**src/rtl/qdb_pkg.sv**
```systemverilog
package qdb_pkg;

    localparam int NCH      = 4;
    localparam int PD_W     = 2;
    localparam int CMD_W    = 3;
    localparam int ADDR_W   = 3;
    localparam int PD_LSB   = 4;
    localparam logic [ADDR_W-1:0] ADDR_ALL = 3'b111;

    typedef enum logic [CMD_W-1:0] {
        CMD_WR_IN      = 3'd0,
        CMD_UPD        = 3'd1,
        CMD_WR_UPD_ALL = 3'd2,
        CMD_WR_UPD     = 3'd3,
        CMD_PWR        = 3'd4,
        CMD_SRST       = 3'd5,
        CMD_AU_LOAD    = 3'd6,
        CMD_RSVD       = 3'd7
    } cmd_e;

    typedef enum logic [PD_W-1:0] {
        PD_NORMAL = 2'd0,
        PD_R1K    = 2'd1,
        PD_R100K  = 2'd2,
        PD_HIZ    = 2'd3
    } pd_e;

    typedef struct packed {
        logic [NCH-1:0] wr_in;     // staging write per channel
        logic [NCH-1:0] ld_sel;    // explicit output load per channel
        logic           ld_all;    // broadcast output load
        logic           au_load;   // load auto-follow mask
        logic           pd_load;   // apply power-down mode to masked channels
        logic           clr_data;  // clear staging and output registers
        logic           clr_ctrl;  // clear mask and modes
        logic           accept;    // frame takes effect (enables auto-follow)
    } ctl_t;

    function automatic logic [NCH-1:0] chan_sel(input logic [ADDR_W-1:0] a);
        logic [NCH-1:0] s;
        s = '0;
        if (a == ADDR_ALL)
            s = '1;
        else if (a < ADDR_W'(NCH))
            s[a[1:0]] = 1'b1;
        return s;
    endfunction

endpackage

```
**src/rtl/qdb_decode.sv**
```systemverilog
module qdb_decode
    import qdb_pkg::*;
(
    input  logic              valid,
    input  logic [CMD_W-1:0]  cmd,
    input  logic [ADDR_W-1:0] addr,
    input  logic              srst_full,
    output ctl_t              ctl
);

    logic [NCH-1:0] sel;
    logic           sel_ok;

    always_comb begin
        sel    = chan_sel(addr);
        sel_ok = |sel;
        ctl    = '0;
        if (valid) begin
            case (cmd_e'(cmd))
                CMD_WR_IN: if (sel_ok) begin
                    ctl.wr_in  = sel;
                    ctl.accept = 1'b1;
                end
                CMD_UPD: if (sel_ok) begin
                    ctl.ld_sel = sel;
                    ctl.accept = 1'b1;
                end
                CMD_WR_UPD_ALL: if (sel_ok) begin
                    ctl.wr_in  = sel;
                    ctl.ld_all = 1'b1;
                    ctl.accept = 1'b1;
                end
                CMD_WR_UPD: if (sel_ok) begin
                    ctl.wr_in  = sel;
                    ctl.ld_sel = sel;
                    ctl.accept = 1'b1;
                end
                CMD_PWR: begin
                    ctl.pd_load = 1'b1;
                    ctl.accept  = 1'b1;
                end
                CMD_SRST: begin
                    ctl.clr_data = 1'b1;
                    ctl.clr_ctrl = srst_full;
                end
                CMD_AU_LOAD: begin
                    ctl.au_load = 1'b1;
                    ctl.accept  = 1'b1;
                end
                default: ;
            endcase
        end
    end

endmodule

```
**src/rtl/qdb_ctrl_regs.sv**
```systemverilog
module qdb_ctrl_regs
    import qdb_pkg::*;
(
    input  logic                     clk,
    input  logic                     rst,
    input  ctl_t                     ctl,
    input  logic [PD_LSB+PD_W-1:0]   fld,
    output logic [NCH-1:0]           au_q,
    output logic [NCH-1:0][PD_W-1:0] pd_q
);

    always_ff @(posedge clk) begin
        if (rst || ctl.clr_ctrl) begin
            au_q <= '0;
            pd_q <= '0;
        end else begin
            if (ctl.au_load)
                au_q <= fld[NCH-1:0];
            if (ctl.pd_load) begin
                for (int i = 0; i < NCH; i++)
                    if (fld[i])
                        pd_q[i] <= fld[PD_LSB +: PD_W];
            end
        end
    end

endmodule

```
**src/rtl/qdb_chan.sv**
```systemverilog
module qdb_chan #(
    parameter int CODE_W = 16
) (
    input  logic              clk,
    input  logic              rst,
    input  logic              clr,
    input  logic              wr,
    input  logic              ld,
    input  logic [CODE_W-1:0] din,
    output logic [CODE_W-1:0] code
);

    logic [CODE_W-1:0] stage_q;
    logic [CODE_W-1:0] out_q;
    logic [CODE_W-1:0] stage_nx;

    always_comb stage_nx = wr ? din : stage_q;

    always_ff @(posedge clk) begin
        if (rst || clr) begin
            stage_q <= '0;
            out_q   <= '0;
        end else begin
            stage_q <= stage_nx;
            if (ld)
                out_q <= stage_nx;
        end
    end

    assign code = out_q;

endmodule

```
**src/rtl/quad_dbuf_ctrl.sv**
```systemverilog
module quad_dbuf_ctrl
    import qdb_pkg::*;
#(
    parameter int DATA_W = 16,
    parameter int CODE_W = 16
) (
    input  logic                  clk,
    input  logic                  rst,
    input  logic                  frm_valid,
    input  logic [CMD_W-1:0]      frm_cmd,
    input  logic [ADDR_W-1:0]     frm_addr,
    input  logic [DATA_W-1:0]     frm_data,
    output logic [NCH*CODE_W-1:0] code_out,
    output logic [NCH*PD_W-1:0]   pd_mode_out
);

    localparam int CODE_LSB = DATA_W - CODE_W;

    ctl_t                     ctl;
    logic [NCH-1:0]           au_q;
    logic [NCH-1:0][PD_W-1:0] pd_q;
    logic [CODE_W-1:0]        din;

    assign din = frm_data[CODE_LSB +: CODE_W];

    qdb_decode u_decode (
        .valid     (frm_valid),
        .cmd       (frm_cmd),
        .addr      (frm_addr),
        .srst_full (frm_data[0]),
        .ctl       (ctl)
    );

    qdb_ctrl_regs u_ctrl (
        .clk  (clk),
        .rst  (rst),
        .ctl  (ctl),
        .fld  (frm_data[PD_LSB+PD_W-1:0]),
        .au_q (au_q),
        .pd_q (pd_q)
    );

    for (genvar g = 0; g < NCH; g++) begin : g_chan
        logic ld;
        assign ld = ctl.ld_sel[g] | ctl.ld_all | (ctl.accept & au_q[g]);

        qdb_chan #(.CODE_W(CODE_W)) u_chan (
            .clk  (clk),
            .rst  (rst),
            .clr  (ctl.clr_data),
            .wr   (ctl.wr_in[g]),
            .ld   (ld),
            .din  (din),
            .code (code_out[g*CODE_W +: CODE_W])
        );

        assign pd_mode_out[g*PD_W +: PD_W] = pd_q[g];
    end

    AST_IDLE_HOLD: assert property (@(posedge clk) disable iff (rst)
        !frm_valid |=> $stable(code_out) && $stable(pd_mode_out));

    AST_RSVD_HOLD: assert property (@(posedge clk) disable iff (rst)
        frm_valid && frm_cmd == CMD_RSVD |=> $stable(code_out) && $stable(pd_mode_out));

    AST_BAD_ADDR_HOLD: assert property (@(posedge clk) disable iff (rst)
        frm_valid && frm_cmd <= CMD_WR_UPD && frm_addr >= 3'd4 && frm_addr <= 3'd6
        |=> $stable(code_out) && $stable(pd_mode_out));

    AST_PWR_KEEPS_CODES: assert property (@(posedge clk) disable iff (rst)
        frm_valid && frm_cmd == CMD_PWR && au_q == '0 |=> $stable(code_out));

    AST_FULL_RESET: assert property (@(posedge clk) disable iff (rst)
        frm_valid && frm_cmd == CMD_SRST && frm_data[0]
        |=> code_out == '0 && pd_mode_out == '0 && au_q == '0);

    AST_PART_RESET: assert property (@(posedge clk) disable iff (rst)
        frm_valid && frm_cmd == CMD_SRST && !frm_data[0]
        |=> code_out == '0 && $stable(pd_mode_out) && $stable(au_q));

    AST_MASK_LOAD: assert property (@(posedge clk) disable iff (rst)
        frm_valid && frm_cmd == CMD_AU_LOAD |=> au_q == $past(frm_data[NCH-1:0]));

endmodule

```
**config.mk**
```make
export PLATFORM = sky130hd
export DESIGN_NAME = quad_dbuf_ctrl
export DESIGN_NICKNAME = d
export VERILOG_FILES = /design/src/rtl/qdb_pkg.sv /design/src/rtl/qdb_decode.sv /design/src/rtl/qdb_ctrl_regs.sv /design/src/rtl/qdb_chan.sv /design/src/rtl/quad_dbuf_ctrl.sv
export SDC_FILE = /design/constraint.sdc
export NUM_CORES = 1
export LEC_CHECK = 0
export BUFFER_PORTS_ARGS = -buffer_cell sky130_fd_sc_hd__clkbuf_2
export CORE_ASPECT_RATIO = 1.1
export CORE_MARGIN = 4
export CORE_UTILIZATION = 60
export DETAILED_ROUTE_END_ITERATION = 12
export GPL_TIMING_DRIVEN = 0
export PLACE_DENSITY = 0.84
export SLEW_MARGIN = 10
export SYNTH_ARGS = -nofsm -noshare
export SYNTH_HDL_FRONTEND = slang
export SYNTH_SLANG_ARGS = --single-unit
```
**constraint.sdc**
```tcl
create_clock -name clk -period 3.9 [get_ports clk]
set_input_delay 0.39 -clock clk [delete_from_list [all_inputs] [get_ports clk]]
set_output_delay 0.39 -clock clk [all_outputs]
set_load 0.005 [all_outputs]
```
[Word level (Yosys, flattened, before mapping)]
Cells that the tools add are included.
W data, S select, Z words.
Word-level totals
  register bits after elaboration: 140
  input bits: 25
  output and inout bits: 72
  logic and storage cells: 66
Cells by class
  magnitude comparators: 3
  equal/unequal tests: 7
  muxes and demuxes: 19
  bitwise gates (word level): 12
  reduce and logical (&&, ||, !) cells: 12
Operators with widths (count)
  $mux W16: 4
  $pmux W4 S2: 2
  $mux W14: 1
  $eq A3 B3 Y1 const B: 4
  $mux W4: 3
  $mux W8: 1
  $or A1 B1 Y1: 8
  $reduce_and A2 Y1: 4
  $reduce_or A4 Y1: 2
  $eq A3 B2 Y1 const B: 2
  $mux W1: 5
  $and A1 B1 Y1: 4
  $reduce_or A2 Y1: 2
  $eq A3 B1 Y1 const B: 1
  $logic_not A3 Y1: 1
  $lt A2 B3 Y1 const B: 1
  $lt A3 B3 Y1 const B: 1
  $demux W1 S2: 1
  $ge A2 B1 Y1 const B: 1
  $logic_or A1 B1 Y1: 2
  $mux W2: 1
  $pmux W1 S2: 1
  $logic_and A1 B1 Y1: 1

[Logic depth before layout (Yosys ltp)]
Gate-level depths: netlist (run 1).
  depth in word-level cells: 12
  gate-level depth with buffers: 8
  mapped depth without buffers: 4

[Modules after synthesis]
From an unflattened synthesis (run 1), not the netlist that was laid out.
Second synthesis, totals
  cells, all modules: 503
  area, all modules: 5246.3 um^2
By module, submodules not included
  qdb_chan: instances 4, cells an instance 106, area each 1131.1 um^2, sequential area each 640.6 um^2
  qdb_ctrl_regs: instances 1, cells an instance 49, area each 504.2 um^2, sequential area each 240.2 um^2
  qdb_decode: instances 1, cells an instance 26, area each 178.9 um^2, sequential area each 0.0 um^2
  quad_dbuf_ctrl: instances 1, cells an instance 4, area each 38.8 um^2, sequential area each 0.0 um^2

[Worst setup path after synthesis (run 1)]
OpenSTA, ideal clock, no wires.
  path kind: input -> register
  from: in frm_addr[0]
  to: reg g_chan[0].u_chan.out_q[4]
  library setup time: 0.086 ns
  arrival: 1.617 ns
  required time: 3.814 ns
  slack: 2.197 ns
  stages on the path: 6
  buffers on the path: 2
  cells stage by stage: buf_6 -> nor3_1 -> o211ai_4 -> buf_6 -> mux2i_1 -> a221oi_2
Between the ends
  word-level cells in the longest chain between the ends: 12
  elaborated cells on any way between the ends: 22
  classes of those cells: order compare: 3; eq/ne: 1; mux: 13; bitwise: 3; reduce/logical: 2
Ends and longest elaborated chain
  start: declaration: line quad_dbuf_ctrl.sv:11  | input logic [ADDR_W-1:0] frm_addr,
  $lt A2 B3 Y1 (not written as such) / $ge A2 B1 Y1 (equally long branches): line qdb_pkg.sv:45  | s[a[1:0]] = 1'b1;
  $logic_and A1 B1 Y1 (not written as such): line qdb_pkg.sv:45
  $mux W1 (not written as such): line qdb_pkg.sv:45
  $demux W1 S2
  $mux W4: line qdb_pkg.sv:44  | else if (a < ADDR_W'(NCH))
  $mux W4 (*): line qdb_pkg.sv:42  | if (a == ADDR_ALL)
  $reduce_or A4 Y1: line qdb_decode.sv:16  | sel_ok = |sel;
  $mux W8 (tied with other cells): line qdb_decode.sv:33  | CMD_WR_UPD: if (sel_ok) begin
  $pmux W4 S2 (tied with other cells): line qdb_decode.sv:19  | case (cmd_e'(cmd))
  $mux W14 (*): line qdb_decode.sv:18  | if (valid) begin
  $or A1 B1 Y1 / $and A1 B1 Y1 (equally long branches): line quad_dbuf_ctrl.sv:45  | assign ld = ctl.ld_sel[g] | ctl.ld_all | (ctl.accept & au_q[g]);
  $or A1 B1 Y1: line quad_dbuf_ctrl.sv:45
  end signal: assignment: line qdb_chan.sv:26  | out_q <= stage_nx;
  end: declaration: line qdb_chan.sv:14  | logic [CODE_W-1:0] out_q;
Mark *: on every way between the ends. The rest lies on a longest branch, timed or not.
A chain may end at the register's enable or synchronous reset.

[Worst setup path after layout (run 1)]
  from: reg u_ctrl.au_q[3]
  to: reg g_chan[3].u_chan.out_q[7]
Between the ends
  word-level cells in the longest chain between the ends: 2
Ends and longest elaborated chain
  start: declaration: line qdb_ctrl_regs.sv:8  | output logic [NCH-1:0] au_q,
  start signal: assignment: line qdb_ctrl_regs.sv:18  | au_q <= fld[NCH-1:0];
  $and A1 B1 Y1: line quad_dbuf_ctrl.sv:45
  $or A1 B1 Y1: line quad_dbuf_ctrl.sv:45
  end signal: assignment: line qdb_chan.sv:26
  end: declaration: line qdb_chan.sv:14
Every way passes these cells.

==> impl_metrics.json, run 1 <==
{
  "maxSlewViolCount": 0,
  "r2r_start": "u_ctrl.au_q[3]",
  "async_flop_share_pct": 0,
  "start_util_pct": 61.2,
  "antenna_left": 0,
  "ys_top_cells_by_count": "dfxtp_1, nor2_1, mux2i_1, a21oi_1",
  "setup_viol": 0,
  "hold_path_end": "u_ctrl.au_q[3]",
  "synth_mux_area_share_pct": 11.2,
  "crit_fanout": 10,
  "antenna_found_initial": 0,
  "yosys.area_share.xor_xnor_pct": 0.307,
  "cts_resized": 0,
  "synth-simple-area-share_pct": 12.3,
  "routed_via_density": 5.84,
  "syn_area_mm2": 0.00570,
  "synthAdderAreaFrac_pct": 0,
  "vias": 4609,
  "critPathLaunchType": "register",
  "p_int_mw": 2.67,
  "dieHeight_um": 110,
  "synth-compound-area-share_pct": 19.1,
  "synth.top_cells.by_area": "dfxtp_1, mux2i_1, a41o_1",
  "p_sw_share_pct": 23.6,
  "dieArea_mm2": 0.0111,
  "clk-insertion-delay-late_ps": 530,
  "grtUsageTotal_pct": 27.1,
  "clkPwrFrac_pct": 48.8,
  "grt_max_degree": 17,
  "hold_class": "in -> reg",
  "die_w_um": 101,
  "fin_crit_sh_pct": 44.2,
  "gp_congestion": 0.841,
  "grt_pass1_vias": 4593,
  "critical_path_arrival_ps": 2180,
  "num_rows": 37,
  "synth_top_area_share_pct": 49.2,
  "port_buffers": 87,
  "p_per_area_mw_per_mm2": 506,
  "drive_gt1_share_pct": 28.9,
  "synth_cell_types": 43,
  "ys_ff_latch": 140,
  "nFillCells": 638,
  "grt_overflow": 0,
  "status": "completed",
  "finish.utilization_pct": 74.2,
  "path_clk_slew_ps": 60,
  "power.total_mw": 3.49,
  "drt_iter0_markers": 288,
  "drtPass1Iterations": 5,
  "crit_path_max_incr_delay_ps": 420,
  "syn_inst": 553,
  "finalHoldViolations": 0,
  "cts_root_buf": "clkbuf_8",
  "synth_area_leader_cell": "dfxtp_1",
  "crit_path_end_kind": "register",
  "rsz0062_at_grt": "no",
  "crit_chain": "nand3b_1 -> a21boi_2 -> clkbuf_1 -> nor3_1 -> a211oi_2",
  "drt-total-wl_mm": 14.6,
  "synth_fp_nets": 578,
  "r2r_setup_slack_ps": 2180,
  "dpl.hpwl_mm": 9.65,
  "cp_top_family": "compound AO/OA/AOI/OAI gates",
  "path_buf_inv": 1,
  "tightestPinTransition_ps": 575,
  "yosysSeqAreaShare_pct": 49.2,
  "synth_edf_count": 0,
  "seq_power_share_pct": 43.0,
  "fin_nets": 684,
  "wl_per_cell_um": 18.5,
  "ys_warn_count": 0,
  "worstSetupPathType": "reg -> reg",
  "cts_made_buffers": 17,
  "grt_pass1_wl_mm": 23.2,
  "p_comb_share_pct": 8.2,
  "tritoncts": "yes",
  "power_switching_uw": 823,
  "yosysMostFrequentCell": "dfxtp_1",
  "ff_latch_area_mm2": 0.00280,
  "rr_endpoint": "g_chan[3].u_chan.code[7]",
  "clock-skew-final_ps": 9.15,
  "holdBufCountCts": 0,
  "min_from": "rst",
  "leakage_nw": 3.03,
  "drv_cap": 0,
  "hold_depth": 3,
  "cts_sinks": 140,
  "max_freq_ghz": 0.580,
  "ir_worst_vdd_mv": 0.303,
  "ctsHtreeMaxLevel": 4,
  "clockBufferDepth": 2,
  "r2r_cells": 5,
  "post_cts_buffers": 0,
  "required_ps": 4350,
  "drc": 0,
  "io_pins": 97,
  "synth_flop_cell": "dfxtp_1",
  "multi_input_area_mm2": 0.00245,
  "slew_headroom_pct": 61.7,
  "synth_top_family_by_area": "compound AO/OA/AOI/OAI gates",
  "syn_area_per_cell_um2": 10.3,
  "area_growth_pct": 21.2,
  "antenna_cells": 0,
  "critPathSlowestCell": "clkbuf_1",
  "tns_ps": 0,
  "coreArea_mm2": 0.00931,
  "period_needed_ps": 1720
}
## power by group through the flow
stage	clock network, mW	logic [mW]	registers, mW
after floorplan	0	0.182	1.53
after CTS	1.70	0.286	1.50
after detailed placement	0	0.280	1.53
final	1.70	0.288	1.50
after global routing	1.77	0.313	1.51
after global placement	0	0.271	1.53
## tightest hold or removal path, delay by kind of cell
family	cells	cell delay, ps
buffers and inverters	1	90
AOI/OAI and AO/OA	2	210
## layout by cell type, fill, tap and decap left out, types with 3 or more instances in the layout
| cell type | netlist | layout |
|---|---|---|
| a21oi_1 | 44 | 44 |
| a41o_1 | 32 | 32 |
| inv_6 | 0 | 4 |
| nor3_1 | 17 | 17 |
| a211oi_1 | 5 | 5 |
| clkbuf_2 | 1 | 88 |
| buf_2 | 21 | 21 |
| inv_1 | 32 | 32 |
| a221oi_1 | 5 | 5 |
| nand3_1 | 14 | 14 |
| a221oi_2 | 11 | 11 |
| nor2_1 | 80 | 80 |
| nand2_1 | 20 | 20 |
| clkbuf_16 | 0 | 16 |
| buf_6 | 9 | 9 |
| a211oi_2 | 11 | 11 |
| clkbuf_1 | 13 | 14 |
| mux2i_1 | 64 | 64 |
| clkbuf_8 | 0 | 3 |
| clkinvlp_4 | 0 | 3 |
| dfxtp_1 | 140 | 140 |
| bufinv_16 | 0 | 4 |
## through the flow
stage | instances | hold WS, ps | worst slack, ps | instance area [um2]
5_1_grt | 789 | 214 | 2070 | 6910
6_report | 789 | 214 | 2180 | 6910
3_5_place_dp | 757 | 451 | 1730 | 6280
3_3_place_gp | 757 | 443 | 1740 | 6280
2_1_floorplan | 553 | 451 | 2200 | 5700
4_1_cts | 789 | 206 | 2210 | 6910
## registers in the layout, indices dropped and copies added, names as in the netlist
register	flops
g_chan.u_chan.code	64
u_ctrl.pd_q	8
u_ctrl.au_q	4
g_chan.u_chan.stage_q	64
## per-layer routing
metal  vias to the layer above  track usage, %  routed length (um)
met3                        36            6.73                 851
met1                      2243            32.0                5920
met2                       152            46.9                7400
met5                         -               0                   0
li1                       2178               -                   -
met4                         0            11.8                 401
## final cells by class
cell class / instances / share of cell area [%]
plain buffers: 49 / 4.71
clock buffers: 20 / 6.45
clock inverters: 12 / 2.64
inverters: 32 / 1.74
multi-input cells: 332 / 35.5
flip-flops and latches: 140 / 40.6
well taps: 117 / 2.12
repair buffers: 87 / 6.30
## logic make-up after synthesis
kind of cell | Yosys count
flops | 140
buf+inv | 81
xor+xnor | 2
mux | 64
compound gates | 120
simple gates | 146
## worst max path at each step
stage | start | to | slack (ps) | cells after the start
CTS | u_ctrl.au_q[3] | g_chan[3].u_chan.code[7] | 2210 | 5
finish | u_ctrl.au_q[3] | g_chan[3].u_chan.code[7] | 2180 | 5
detailed placement | frm_cmd[1] | g_chan[1].u_chan.stage_q[11] | 1730 | 8
global placement | frm_cmd[1] | g_chan[3].u_chan.stage_q[0] | 1740 | 8
global route | u_ctrl.au_q[3] | g_chan[3].u_chan.code[13] | 2070 | 5
floorplan | frm_addr[0] | g_chan[0].u_chan.code[4] | 2200 | 6
(Power assumes the default switching activity.)
==> inputs of run 2 (changes only) <==
Settings changed: CORE_UTILIZATION 60 to 50, PLACE_DENSITY 0.84 to 0.75.
Clock period 3.9 ns to 1.45 ns, I/O delays scaled along.
==> run 2 against run 1 <==
  * Clock skew is 2.4 ps lower
  * Wire length is 2.7% lower
  * Global-route usage is 4.8 points lower
  * Clock-buffer cell count is 1 higher
  * Non-clock buffer count is 4 higher
  * Combinational power grew to 2.7 times the previous value
  * Critical path depth stayed put
  * Final cell count is 4.3% higher
  * Largest cell class unchanged
  * Largest power group unchanged
==> impl_metrics.json, run 2 (same netlist as run 1, synthesis figures left out) <==
{
  "leakage_nw": 3.10,
  "p_per_area_mw_per_mm2": 1330,
  "start_util_pct": 51.8,
  "power.total_mw": 9.41,
  "final_common_cell": "dfxtp_1",
  "maxSlewViolCount": 0,
  "fin_crit_sh_pct": 97.6,
  "fin_nets": 688,
  "max_freq_ghz": 0.706,
  "worst_slack_ps": 34.5,
  "antenna_cells": 0,
  "routed_via_density": 5.40,
  "period_needed_ps": 1420,
  "grt_overflow": 0,
  "port_buffers": 87,
  "dpl.hpwl_mm": 9.98,
  "finish.utilization_pct": 64.1,
  "critPathSlowestCell": "dfxtp_2",
  "hold_class": "in -> reg",
  "dieArea_mm2": 0.0132,
  "grtUsageTotal_pct": 22.4,
  "place_ws_ps": -521,
  "cts_root_buf": "clkbuf_16",
  "drc": 0,
  "drtPass1Iterations": 5,
  "critPathLaunchType": "register",
  "crit_path_max_incr_delay_ps": 340,
  "cts_sinks": 140,
  "clockBufferDepth": 2,
  "post_dp_cell_area_mm2": 0.00632,
  "crit_fanout": 10,
  "finalHoldViolations": 0,
  "drt-total-wl_mm": 14.2,
  "dieHeight_um": 120,
  "crit_chain": "o211a_4 -> or2_1 -> buf_6 -> buf_12 -> a211oi_2",
  "tritoncts": "yes",
  "tightestPinTransition_ps": 596,
  "coreArea_mm2": 0.0110,
  "mostFrequentLayoutCells": "dfxtp_1, clkbuf_2, nor2_1",
  "grt_pass1_wl_mm": 22.9,
  "die_w_um": 110,
  "num_rows": 40,
  "wl_per_cell_um": 17.2,
  "cts_made_buffers": 17,
  "antenna_left": 0,
  "setup_viol": 0,
  "grt_pass1_vias": 4486,
  "gp_congestion": 0.796,
  "slew_headroom_pct": 59.7,
  "ctsHtreeMaxLevel": 4,
  "rsz0062_at_grt": "yes",
  "design_area_mm2": 0.00706,
  "crit_path_end_kind": "register",
  "clock-skew-final_ps": 6.73,
  "worstSetupPathType": "reg -> reg",
  "required_ps": 1790,
  "ir_worst_vdd_mv": 0.926,
  "critical_path_arrival_ps": 1750,
  "area_growth_pct": 23.9,
  "drt_iter0_markers": 206,
  "drv_cap": 0,
  "drive_gt1_share_pct": 31.2,
  "vias": 4446,
  "antenna_found_initial": 0,
  "holdBufCountCts": 0,
  "status": "completed",
  "path_clk_slew_ps": 60,
  "grt_max_degree": 17,
  "io_pins": 97,
  "clk-insertion-delay-late_ps": 420
}
[run 2: changes by cell type in the layout (fill, tap and decap cells not counted), sizes merged]
| cell | change |
|---|---|
| buf | +2 |
| bufinv | -1 |
| clkbuf | +3 |
| clkinv | +2 |
| clkinvlp | -1 |
| inv | -1 |
[run 2: where the power goes]
group          total [mW]  leakage [nW]  internal [mW]  switching [mW]
Sequential           4.04          1.13           3.97          0.0670
Combinational       0.782          1.66          0.318           0.464
Clock                4.59         0.308           2.91            1.68
Total                9.41          3.10           7.20            2.21
[run 2: repair_timing]
item                                    4_1_cts  5_1_grt
pin swaps                                     3        8
resized for setup                             9       14
endpoints found under the setup margin       73       73
hold endpoints to repair                      0        0
buffers inserted                              2        2
[run 2: layout make-up]
type	count	area, um2
inverter	32	120
tap	147	184
buffer	49	352
multi-input combinational	332	2500
sequential	140	2800
clock buffer	21	480
timing repair buffer	91	465
fill	866	3950
clock inverter	11	156
[run 2: critical path, delay by kind of cell, from the launching register on]
kind,cells,cell delay [ps]
and+or+nand+nor,1,230
AOI/OAI and AO/OA,2,480
buffers and inverters,2,280
DFF,1,340
[run 2: final timing paths]
path / start / end / slack, ps / cells after the start
worst min register to register: u_ctrl.pd_q[4] / u_ctrl.pd_q[4] / 450 / 2
worst min-delay path: rst / u_ctrl.au_q[3] / 70 / 3
worst max-delay path: u_ctrl.au_q[3] / g_chan[3].u_chan.code[8] / 30 / 5
worst max register to register: u_ctrl.au_q[3] / g_chan[3].u_chan.code[8] / 30 / 5
[run 2: layer usage]
metal | global-route usage (%) | vias up | share of wire (%)
met5 | 0 | - | 0
met4 | 9.90 | 0 | 1.2
met3 | 3.66 | 17 | 4.7
met2 | 38.6 | 99 | 53
met1 | 26.9 | 2142 | 42
li1 | - | 2188 | -
[run 2: metrics by stage]
step                      hold WS (ps)  cells  setup TNS, ps
after CTS                         69.6    821              0
after detailed placement           449    787         -47870
after global placement             444    787         -42870
after global routing               117    823          -43.8
final                             69.8    823              0
after floorplan                    307    553              0
